$ cat config.mk
export PLATFORM = sky130hd
export DESIGN_NAME = irq_vec_merger
export DESIGN_NICKNAME = d
export VERILOG_FILES = /design/src/rtl/irq_vec_pkg.sv /design/src/rtl/irq_src_latch.sv /design/src/rtl/irq_vec_merge.sv /design/src/rtl/irq_vec_merger.sv
export SDC_FILE = /design/constraint.sdc
export NUM_CORES = 1
export LEC_CHECK = 0
export BUFFER_PORTS_ARGS = -buffer_cell sky130_fd_sc_hd__buf_2
export CORE_MARGIN = 4
export CORE_UTILIZATION = 50
export CTS_BUF_LIST = sky130_fd_sc_hd__clkbuf_8
export CTS_CLUSTER_DIAMETER = 200
export DETAILED_ROUTE_END_ITERATION = 7
export GPL_TIMING_DRIVEN = 0
export PLACE_DENSITY = 0.73
export SLEW_MARGIN = 20
export SYNTH_ARGS = -nofsm -noshare
export SYNTH_HDL_FRONTEND = slang
export SYNTH_HIERARCHICAL = 1
export SYNTH_SLANG_ARGS = --single-unit
$ cat constraint.sdc
create_clock -name clk_i -period 2.4 [get_ports clk_i]
set_input_delay 0.48 -clock clk_i [delete_from_list [all_inputs] [get_ports clk_i]]
set_output_delay 0.48 -clock clk_i [all_outputs]
set_load 0.01 [all_outputs]
$ cat src/rtl/irq_vec_pkg.sv
package irq_vec_pkg;

  typedef enum logic [1:0] {
    MODE_AND     = 2'd0,
    MODE_MASK    = 2'd1,
    MODE_PRIO    = 2'd2,
    MODE_AND_ALT = 2'd3
  } merge_mode_e;

  localparam logic [7:0] VEC_IDLE = 8'hFF;

  // Single-byte restart opcode for restart slot n: 11 nnn 111
  function automatic logic [7:0] rst_opcode(input int n);
    logic [2:0] slot;
    slot = n[2:0];
    return {2'b11, slot, 3'b111};
  endfunction

endpackage

$ cat src/rtl/irq_src_latch.sv
module irq_src_latch (
  input  logic clk_i,
  input  logic rst_ni,
  input  logic init_i,
  input  logic set_i,
  input  logic clr_i,
  output logic pend_d_o,
  output logic pend_q_o
);

  logic pend_d;
  logic pend_q;

  // Priority: init, then clear, then set
  always_comb begin
    pend_d = pend_q;
    if (init_i)      pend_d = 1'b0;
    else if (clr_i)  pend_d = 1'b0;
    else if (set_i)  pend_d = 1'b1;
  end

  always_ff @(posedge clk_i or negedge rst_ni) begin
    if (!rst_ni) pend_q <= 1'b0;
    else         pend_q <= pend_d;
  end

  assign pend_d_o = pend_d;
  assign pend_q_o = pend_q;

  AST_CLEAR_WINS: assert property (@(posedge clk_i) disable iff (!rst_ni)
    clr_i |=> !pend_q);
  AST_SET_TAKES: assert property (@(posedge clk_i) disable iff (!rst_ni)
    (set_i && !clr_i && !init_i) |=> pend_q);
  AST_INIT_OVERRIDES: assert property (@(posedge clk_i) disable iff (!rst_ni)
    init_i |=> !pend_q);

endmodule

$ cat src/rtl/irq_vec_merge.sv
module irq_vec_merge
  import irq_vec_pkg::*;
#(
  parameter int         NSRC       = 2,
  parameter int         RST_BASE   = 2,
  parameter int         MASK_BASE  = 4,
  parameter logic [7:0] PRIO_BASE  = 8'h18
) (
  input  merge_mode_e       mode_i,
  input  logic [NSRC-1:0]   pend_i,
  output logic [7:0]        vec_o,
  output logic              any_o
);

  logic [7:0] and_contrib  [NSRC];
  logic [7:0] mask_contrib [NSRC];

  for (genvar g = 0; g < NSRC; g++) begin : g_contrib
    localparam logic [7:0] OPC  = rst_opcode(RST_BASE + g);
    localparam logic [7:0] MBIT = 8'h01 << (MASK_BASE + g);
    assign and_contrib[g]  = pend_i[g] ? OPC   : VEC_IDLE;
    assign mask_contrib[g] = pend_i[g] ? ~MBIT : VEC_IDLE;
  end

  logic [7:0] and_vec;
  logic [7:0] mask_vec;
  logic [7:0] prio_vec;

  always_comb begin
    and_vec  = VEC_IDLE;
    mask_vec = VEC_IDLE;
    for (int i = 0; i < NSRC; i++) begin
      and_vec  = and_vec  & and_contrib[i];
      mask_vec = mask_vec & mask_contrib[i];
    end
  end

  // Ascending scan: the highest pending index is written last and wins
  always_comb begin
    prio_vec = VEC_IDLE;
    for (int i = 0; i < NSRC; i++) begin
      if (pend_i[i]) prio_vec = PRIO_BASE + 8'(NSRC - 1 - i);
    end
  end

  always_comb begin
    unique case (mode_i)
      MODE_MASK: vec_o = mask_vec;
      MODE_PRIO: vec_o = prio_vec;
      default:   vec_o = and_vec;
    endcase
  end

  assign any_o = |pend_i;

endmodule

$ cat src/rtl/irq_vec_merger.sv
module irq_vec_merger
  import irq_vec_pkg::*;
#(
  parameter int         NSRC      = 2,
  parameter int         RST_BASE  = 2,
  parameter int         MASK_BASE = 4,
  parameter logic [7:0] PRIO_BASE = 8'h18
) (
  input  logic            clk_i,
  input  logic            rst_ni,
  input  logic            init_i,
  input  logic [1:0]      mode_i,
  input  logic [NSRC-1:0] src_set_i,
  input  logic [NSRC-1:0] src_clr_i,
  output logic [7:0]      vector_o,
  output logic            irq_o
);

  localparam logic [7:0] PRIO_TOP = PRIO_BASE + 8'(NSRC - 1);

  logic [NSRC-1:0] pend_d;
  logic [NSRC-1:0] pend_q;

  for (genvar g = 0; g < NSRC; g++) begin : g_src
    irq_src_latch u_latch (
      .clk_i    (clk_i),
      .rst_ni   (rst_ni),
      .init_i   (init_i),
      .set_i    (src_set_i[g]),
      .clr_i    (src_clr_i[g]),
      .pend_d_o (pend_d[g]),
      .pend_q_o (pend_q[g])
    );
  end

  // Mode register: loaded only by init
  merge_mode_e mode_d;
  merge_mode_e mode_q;

  always_comb begin
    mode_d = mode_q;
    if (init_i) mode_d = merge_mode_e'(mode_i);
  end

  always_ff @(posedge clk_i or negedge rst_ni) begin
    if (!rst_ni) mode_q <= MODE_AND;
    else         mode_q <= mode_d;
  end

  // Merge from the next pending state so outputs land one edge after the event
  logic [7:0] vec_calc;
  logic       any_next;

  irq_vec_merge #(
    .NSRC      (NSRC),
    .RST_BASE  (RST_BASE),
    .MASK_BASE (MASK_BASE),
    .PRIO_BASE (PRIO_BASE)
  ) u_merge (
    .mode_i (mode_d),
    .pend_i (pend_d),
    .vec_o  (vec_calc),
    .any_o  (any_next)
  );

  // Output registers with explicit enable on the vector
  logic [7:0] vec_d;
  logic       vec_en;
  logic       irq_d;

  always_comb begin
    vec_en = init_i || (mode_d != MODE_PRIO) || any_next;
    vec_d  = init_i ? VEC_IDLE : vec_calc;
    if (mode_d == MODE_PRIO) irq_d = any_next;
    else                     irq_d = (vec_calc != VEC_IDLE);
  end

  always_ff @(posedge clk_i or negedge rst_ni) begin
    if (!rst_ni) begin
      vector_o <= VEC_IDLE;
      irq_o    <= 1'b0;
    end else begin
      if (vec_en) vector_o <= vec_d;
      irq_o <= irq_d;
    end
  end

  AST_INIT_IDLE: assert property (@(posedge clk_i) disable iff (!rst_ni)
    init_i |=> (vector_o == VEC_IDLE && !irq_o && pend_q == '0));
  AST_MODE_HELD: assert property (@(posedge clk_i) disable iff (!rst_ni)
    !init_i |=> $stable(mode_q));
  AST_LINE_MATCHES: assert property (@(posedge clk_i) disable iff (!rst_ni)
    (mode_q != MODE_PRIO) |-> (irq_o == (vector_o != VEC_IDLE)));
  AST_PRIO_RANGE: assert property (@(posedge clk_i) disable iff (!rst_ni)
    (mode_q == MODE_PRIO && irq_o) |-> (vector_o >= PRIO_BASE && vector_o <= PRIO_TOP));
  AST_PRIO_LINE: assert property (@(posedge clk_i) disable iff (!rst_ni)
    (mode_q == MODE_PRIO) |-> (irq_o == (pend_q != '0)));
  AST_PRIO_HOLD: assert property (@(posedge clk_i) disable iff (!rst_ni)
    (!init_i && mode_q == MODE_PRIO && pend_q != '0 && pend_d == '0) |=> $stable(vector_o));

endmodule

# ---- Word level (Yosys, flattened, before mapping)
# Cells that the tools add are included.
dict set report op_classes {
  n_bitwise 2
  n_div 0
  eq_ne 4
  order_cmp 0
  multipliers 0
  reduce_logical 3
  add_sub_neg 0
  n_shift 0
  n_mux 15
}
# op count
set ops {}
lappend ops {{8-bit two-way mux} 3}
lappend ops {{8-bit bitwise AND} 2}
lappend ops {{8-bit one-hot mux with 2 select lines} 1}
lappend ops {{6-bit two-way mux} 2}
lappend ops {{8-bit != test, second input constant} 1}
lappend ops {{1-bit two-way mux} 7}
lappend ops {{5-bit two-way mux} 1}
lappend ops {{2-bit by 1-bit == test with 1-bit output, second input constant} 1}
lappend ops {{2-bit == test, second input constant} 1}
lappend ops {{1-bit logical OR} 2}
lappend ops {{2-bit two-way mux} 1}
lappend ops {{2-bit != test, second input constant} 1}
lappend ops {{2-bit OR reduction} 1}
dict set report word_totals {
  reg_bits 13
  memories 0
  latchBits 0
  mem_bits_rw 0
  mem_bits_ro 0
  output_inout_bits 9
}

# ---- Logic depth before layout (Yosys ltp)
dict set report depth {
  depth_word 8
  mapped_depth 11
  mapped_depth_nobuf 9
}

# ---- Hierarchy
# The synthesis kept the hierarchy.
# module instances seq_area_each_um2 area_per_inst_um2 cells_each
set modules_own_cells {}
lappend modules_own_cells {irq_vec_merger 1 285.3 495.5 38}
lappend modules_own_cells {irq_vec_merge 1 0.0 126.4 19}
lappend modules_own_cells {irq_src_latch 2 25.0 38.8 3}

# ---- Least setup slack after synthesis
# Ideal clock, no wire load.
dict set report synth_path {
  path_kind {input to register}
  start {in init_i}
  end {reg vector_o[2]}
  t_required_ns 2.318
  n_path_buf 2
  path_slack_ns 0.221
  setup_ns 0.082
  path_stages 8
  t_arrival_ns 2.097
  cell_sequence {buf_2 mux2_2 ha_1 nor2_1 o21ai_2 buf_4 nor2b_1 a211o_1}
}
dict set report synth_via {
  word_cells_on_any_way 13
  cone_classes {eq/ne: 3; mux: 7; reduce/logical: 3}
}
# element line_no
set synth_lines {}
lappend synth_lines {{start, declared} irq_vec_merger.sv:11} ;# input logic init_i,
lappend synth_lines {{2-bit two-way mux *} irq_vec_merger.sv:42} ;# if (init_i) mode_d = merge_mode_e'(mode_i);
lappend synth_lines {{via mode_d[1]} irq_vec_merger.sv:37} ;# merge_mode_e mode_d;
lappend synth_lines {{2-bit == test or 2-bit by 1-bit == test with 1-bit output (tied branches)} irq_vec_merge.sv:47} ;# unique case (mode_i)
lappend synth_lines {{8-bit one-hot mux with 2 select lines *} irq_vec_merge.sv:47}
lappend synth_lines {{via vec_calc[2]} irq_vec_merger.sv:51} ;# logic [7:0] vec_calc;
lappend synth_lines {{8-bit two-way mux *} irq_vec_merger.sv:73} ;# vec_d = init_i ? VEC_IDLE : vec_calc;
lappend synth_lines {{end signal, assigned} irq_vec_merger.sv:83} ;# if (vec_en) vector_o <= vec_d;
lappend synth_lines {{end, declared} irq_vec_merger.sv:15} ;# output logic [7:0] vector_o,
# Mark *: on every way through the listed nets, which the timed path passes. The rest lies on a longest branch.
# A chain may end at the register's enable or synchronous reset.

# ---- Final worst setup path
dict set report layout_path {
  start {in init_i}
  end {reg vector_o[7]}
}
# Same word-level chain as after synthesis.

==> run metrics <==
Post-Syn Area=699 um2; Final #Nets=97; # DRC=0; count of input and output buffers=17; Clock transition at path regs=0.05 ns; CTS tree=built; CTS Buffer Depth=2; total iterations of the first detailed-routing run=4; Die Width=roughly 45 um; Slew Limit Fails=0; fin worst setup slack=0.129 ns; Routed WL=roughly 1300 um; Cell Rows=13; initial DRC count=12; total grt overflow=0; Flop pwr share=between 40% and 50%; reg2reg setup slack=~0.4 ns; Startpoint Class=input port; sw power=approximately 0.00017 W; Synth warnings=6; register area share after synthesis=47.9%; antenna-violating nets left=0; Worst-Skew Late Latency=between 0.2 and 0.25 ns; Tmin final=about 2.3 ns; Power Density=approximately 740 mW/mm2; initial antenna violation count=0; endpoints failing setup=0; Synth Net Count=75; Via density=5.25; die area=approximately 0.0021 mm2; Post-DP HPWL=~990 um; maximum clock rate=~440 MHz; global-route usage over all layers=between 10% and 20%; Synth Area per Inst=approximately 11 um2; Worst Path Required=between 2 and 3 ns; status=finished, final reports clean; Crit. End Element=flop; Fin Clk Skew=0.00239 ns; leakage=approximately 0.38 nW; Final Cycle Share=94.6%; Internal=roughly 0.00045 W; largest net degree at the start of global routing=14; htree depth=1; P&R area growth vs syn=21.8%; Root Buffer=clkbuf_8; total power=~0.00063 W; pre-CTS setup slack=-0.136 ns; combinational share of power=between 20% and 30%; ANT cells=0; Die Y=approximately 45 um; Worst-Margin Slew=0.349 ns; CP max FO=10; IO Count=18; clk sink count=13; vias in the first global route=between 500 and 600; total core area=0.00132 mm2; synthesis-stage register bit count=13; GPL Wtd Cong=0.845; worst hold path type=in2async; wire length of the first global-routing pass=approximately 2100 um; Synth cell types=22; hold_buf cts=0; Final Hold Viols=0; routed length per instance=~13 um; Setup CP Type=in2reg; clock power share=approximately 29%; CTS Buf Count=3; initial core utilization=53.1%; slew margin rel.=approximately 77%; Worst EP arrival=between 2 and 2.5 ns; number of max-cap violations=0; layout cell share with drive strength beyond 1=a little under half; via count=between 500 and 600; Peak VDD IR=about 0.38 mV; Synth Instances=63; switching share of total power=around 28%
stage by stage:
step / utilization [%] / TNS (ns) / std cells / instance area (um2) / hold WS (ns)
floorplan: - / 0 / 63 / 699 / 0.184
global placement: 61.0 / -0.223 / 95 / 803 / 0.369
detailed placement: 61.0 / -0.651 / 95 / 803 / 0.374
CTS: 64.4 / 0 / 99 / 848 / 0.120
global route: 64.7 / -0.0509 / 99 / 852 / 0.129
finish: 64.7 / 0 / 99 / 852 / 0.114
metal layers:
layer / share of wire [%] / track usage [%] / vias to the layer above / wire, um
met5: 0 / 0 / - / 0
met4: 0.77 / 7.02 / 0 / 10
met3: 5.9 / 2.77 / 2 / 76
met2: 50 / 24.0 / 15 / 642
met1: 44 / 17.8 / 248 / 563
li1: - / - / 255 / -
sequential cells by signal, summed over array words and instances (netlist names):
signal,cells
mode_q,2
irq_o,1
vector_o,8
g_src.u_latch/pend_q_o,2
timing repair:
item,4_1_cts,5_1_grt
setup endpoints to repair,0,5
gates resized for setup,0,1
buffers inserted,0,0
cell families (layout without fill, tap and decap cells):
group	Yosys count	in the layout	share of synthesized area, %
buffers and inverters	12	33	9.30
adders and majority gates	3	3	5.37
and+or+nand+nor	19	19	18.4
DFF	13	13	47.9
AOI/OAI and AO/OA	14	14	15.9
muxes	2	2	3.04
synthesized netlist by cell type (all sizes together):
library cell	instances	area share, %
a211o	8	10
dfstp	8	30
nor2b	8	7.2
inv	7	3.8
buf	5	5.5
dfrtp	5	18
nor2	4	2.1
ha	3	5.4
o21ai	3	2.7
nand4	2	1.8
nor3	2	2.9
a211oi	1	1.1
a31oi	1	0.90
mux2	1	1.6
mux2i	1	1.4
nand2	1	0.54
nor3b	1	2.7
o32ai	1	1.3
or2	1	1.3
power by group through the flow:
stage	clock network, W	logic (W)	registers, W
global route	0.000199	0.000194	0.000274
CTS	0.000189	0.000175	0.000270
finish	0.000184	0.000174	0.000270
detailed placement	0	0.000174	0.000273
global placement	0	0.000170	0.000272
floorplan	0	0.000111	0.000284
cell type report:
class / count / area (um2)
Fill cell: 119 / 465
Sequential cell: 13 / 335
Multi-Input combinational cell: 38 / 303
Timing Repair Buffer: 17 / 85.1
Clock buffer: 3 / 41.3
Buffer: 5 / 38.8
Inverter: 7 / 26.3
Tap cell: 15 / 18.8
Clock inverter: 1 / 3.75
worst max-delay path, cell delays in order:
cell and delay (ns):
buf_2 0.12, buf_2 0.25, mux2i_2 0.30, inv_1 0.12
inv_1 0.09, ha_1 0.27, nor2_1 0.16, o21ai_2 0.11
buf_4 0.15, nor2b_1 0.12, a211o_1 0.27
layout by cell type (no fill, tap or decap), drive strengths merged, types with 3 or more instances in the layout:
| cell | instances |
|---|---|
| dfstp | 8 |
| a211o | 8 |
| nor2b | 8 |
| clkbuf | 3 |
| dfrtp | 5 |
| ha | 3 |
| inv | 8 |
| o21ai | 3 |
| buf | 22 |
| nor2 | 4 |
final timing paths:
kind,cells past startpoint,endpoint,from
setup reg to reg,9,vector_o[7]$_DFFE_PN1P_,mode_q[0]$_DFF_PN0_
min in group clk_i,2,g_src[0].u_latch/pend_q_o$_DFF_PN0_,src_clr_i[0]
hold reg to reg,2,g_src[0].u_latch/pend_q_o$_DFF_PN0_,g_src[0].u_latch/pend_q_o$_DFF_PN0_
max in group asynchronous,1,vector_o[3]$_DFFE_PN1P_,rst_ni
hold / removal,1,g_src[1].u_latch/pend_q_o$_DFF_PN0_,rst_ni
setup / recovery,11,vector_o[7]$_DFFE_PN1P_,init_i
Note: power is estimated with default switching activity, not from simulation.
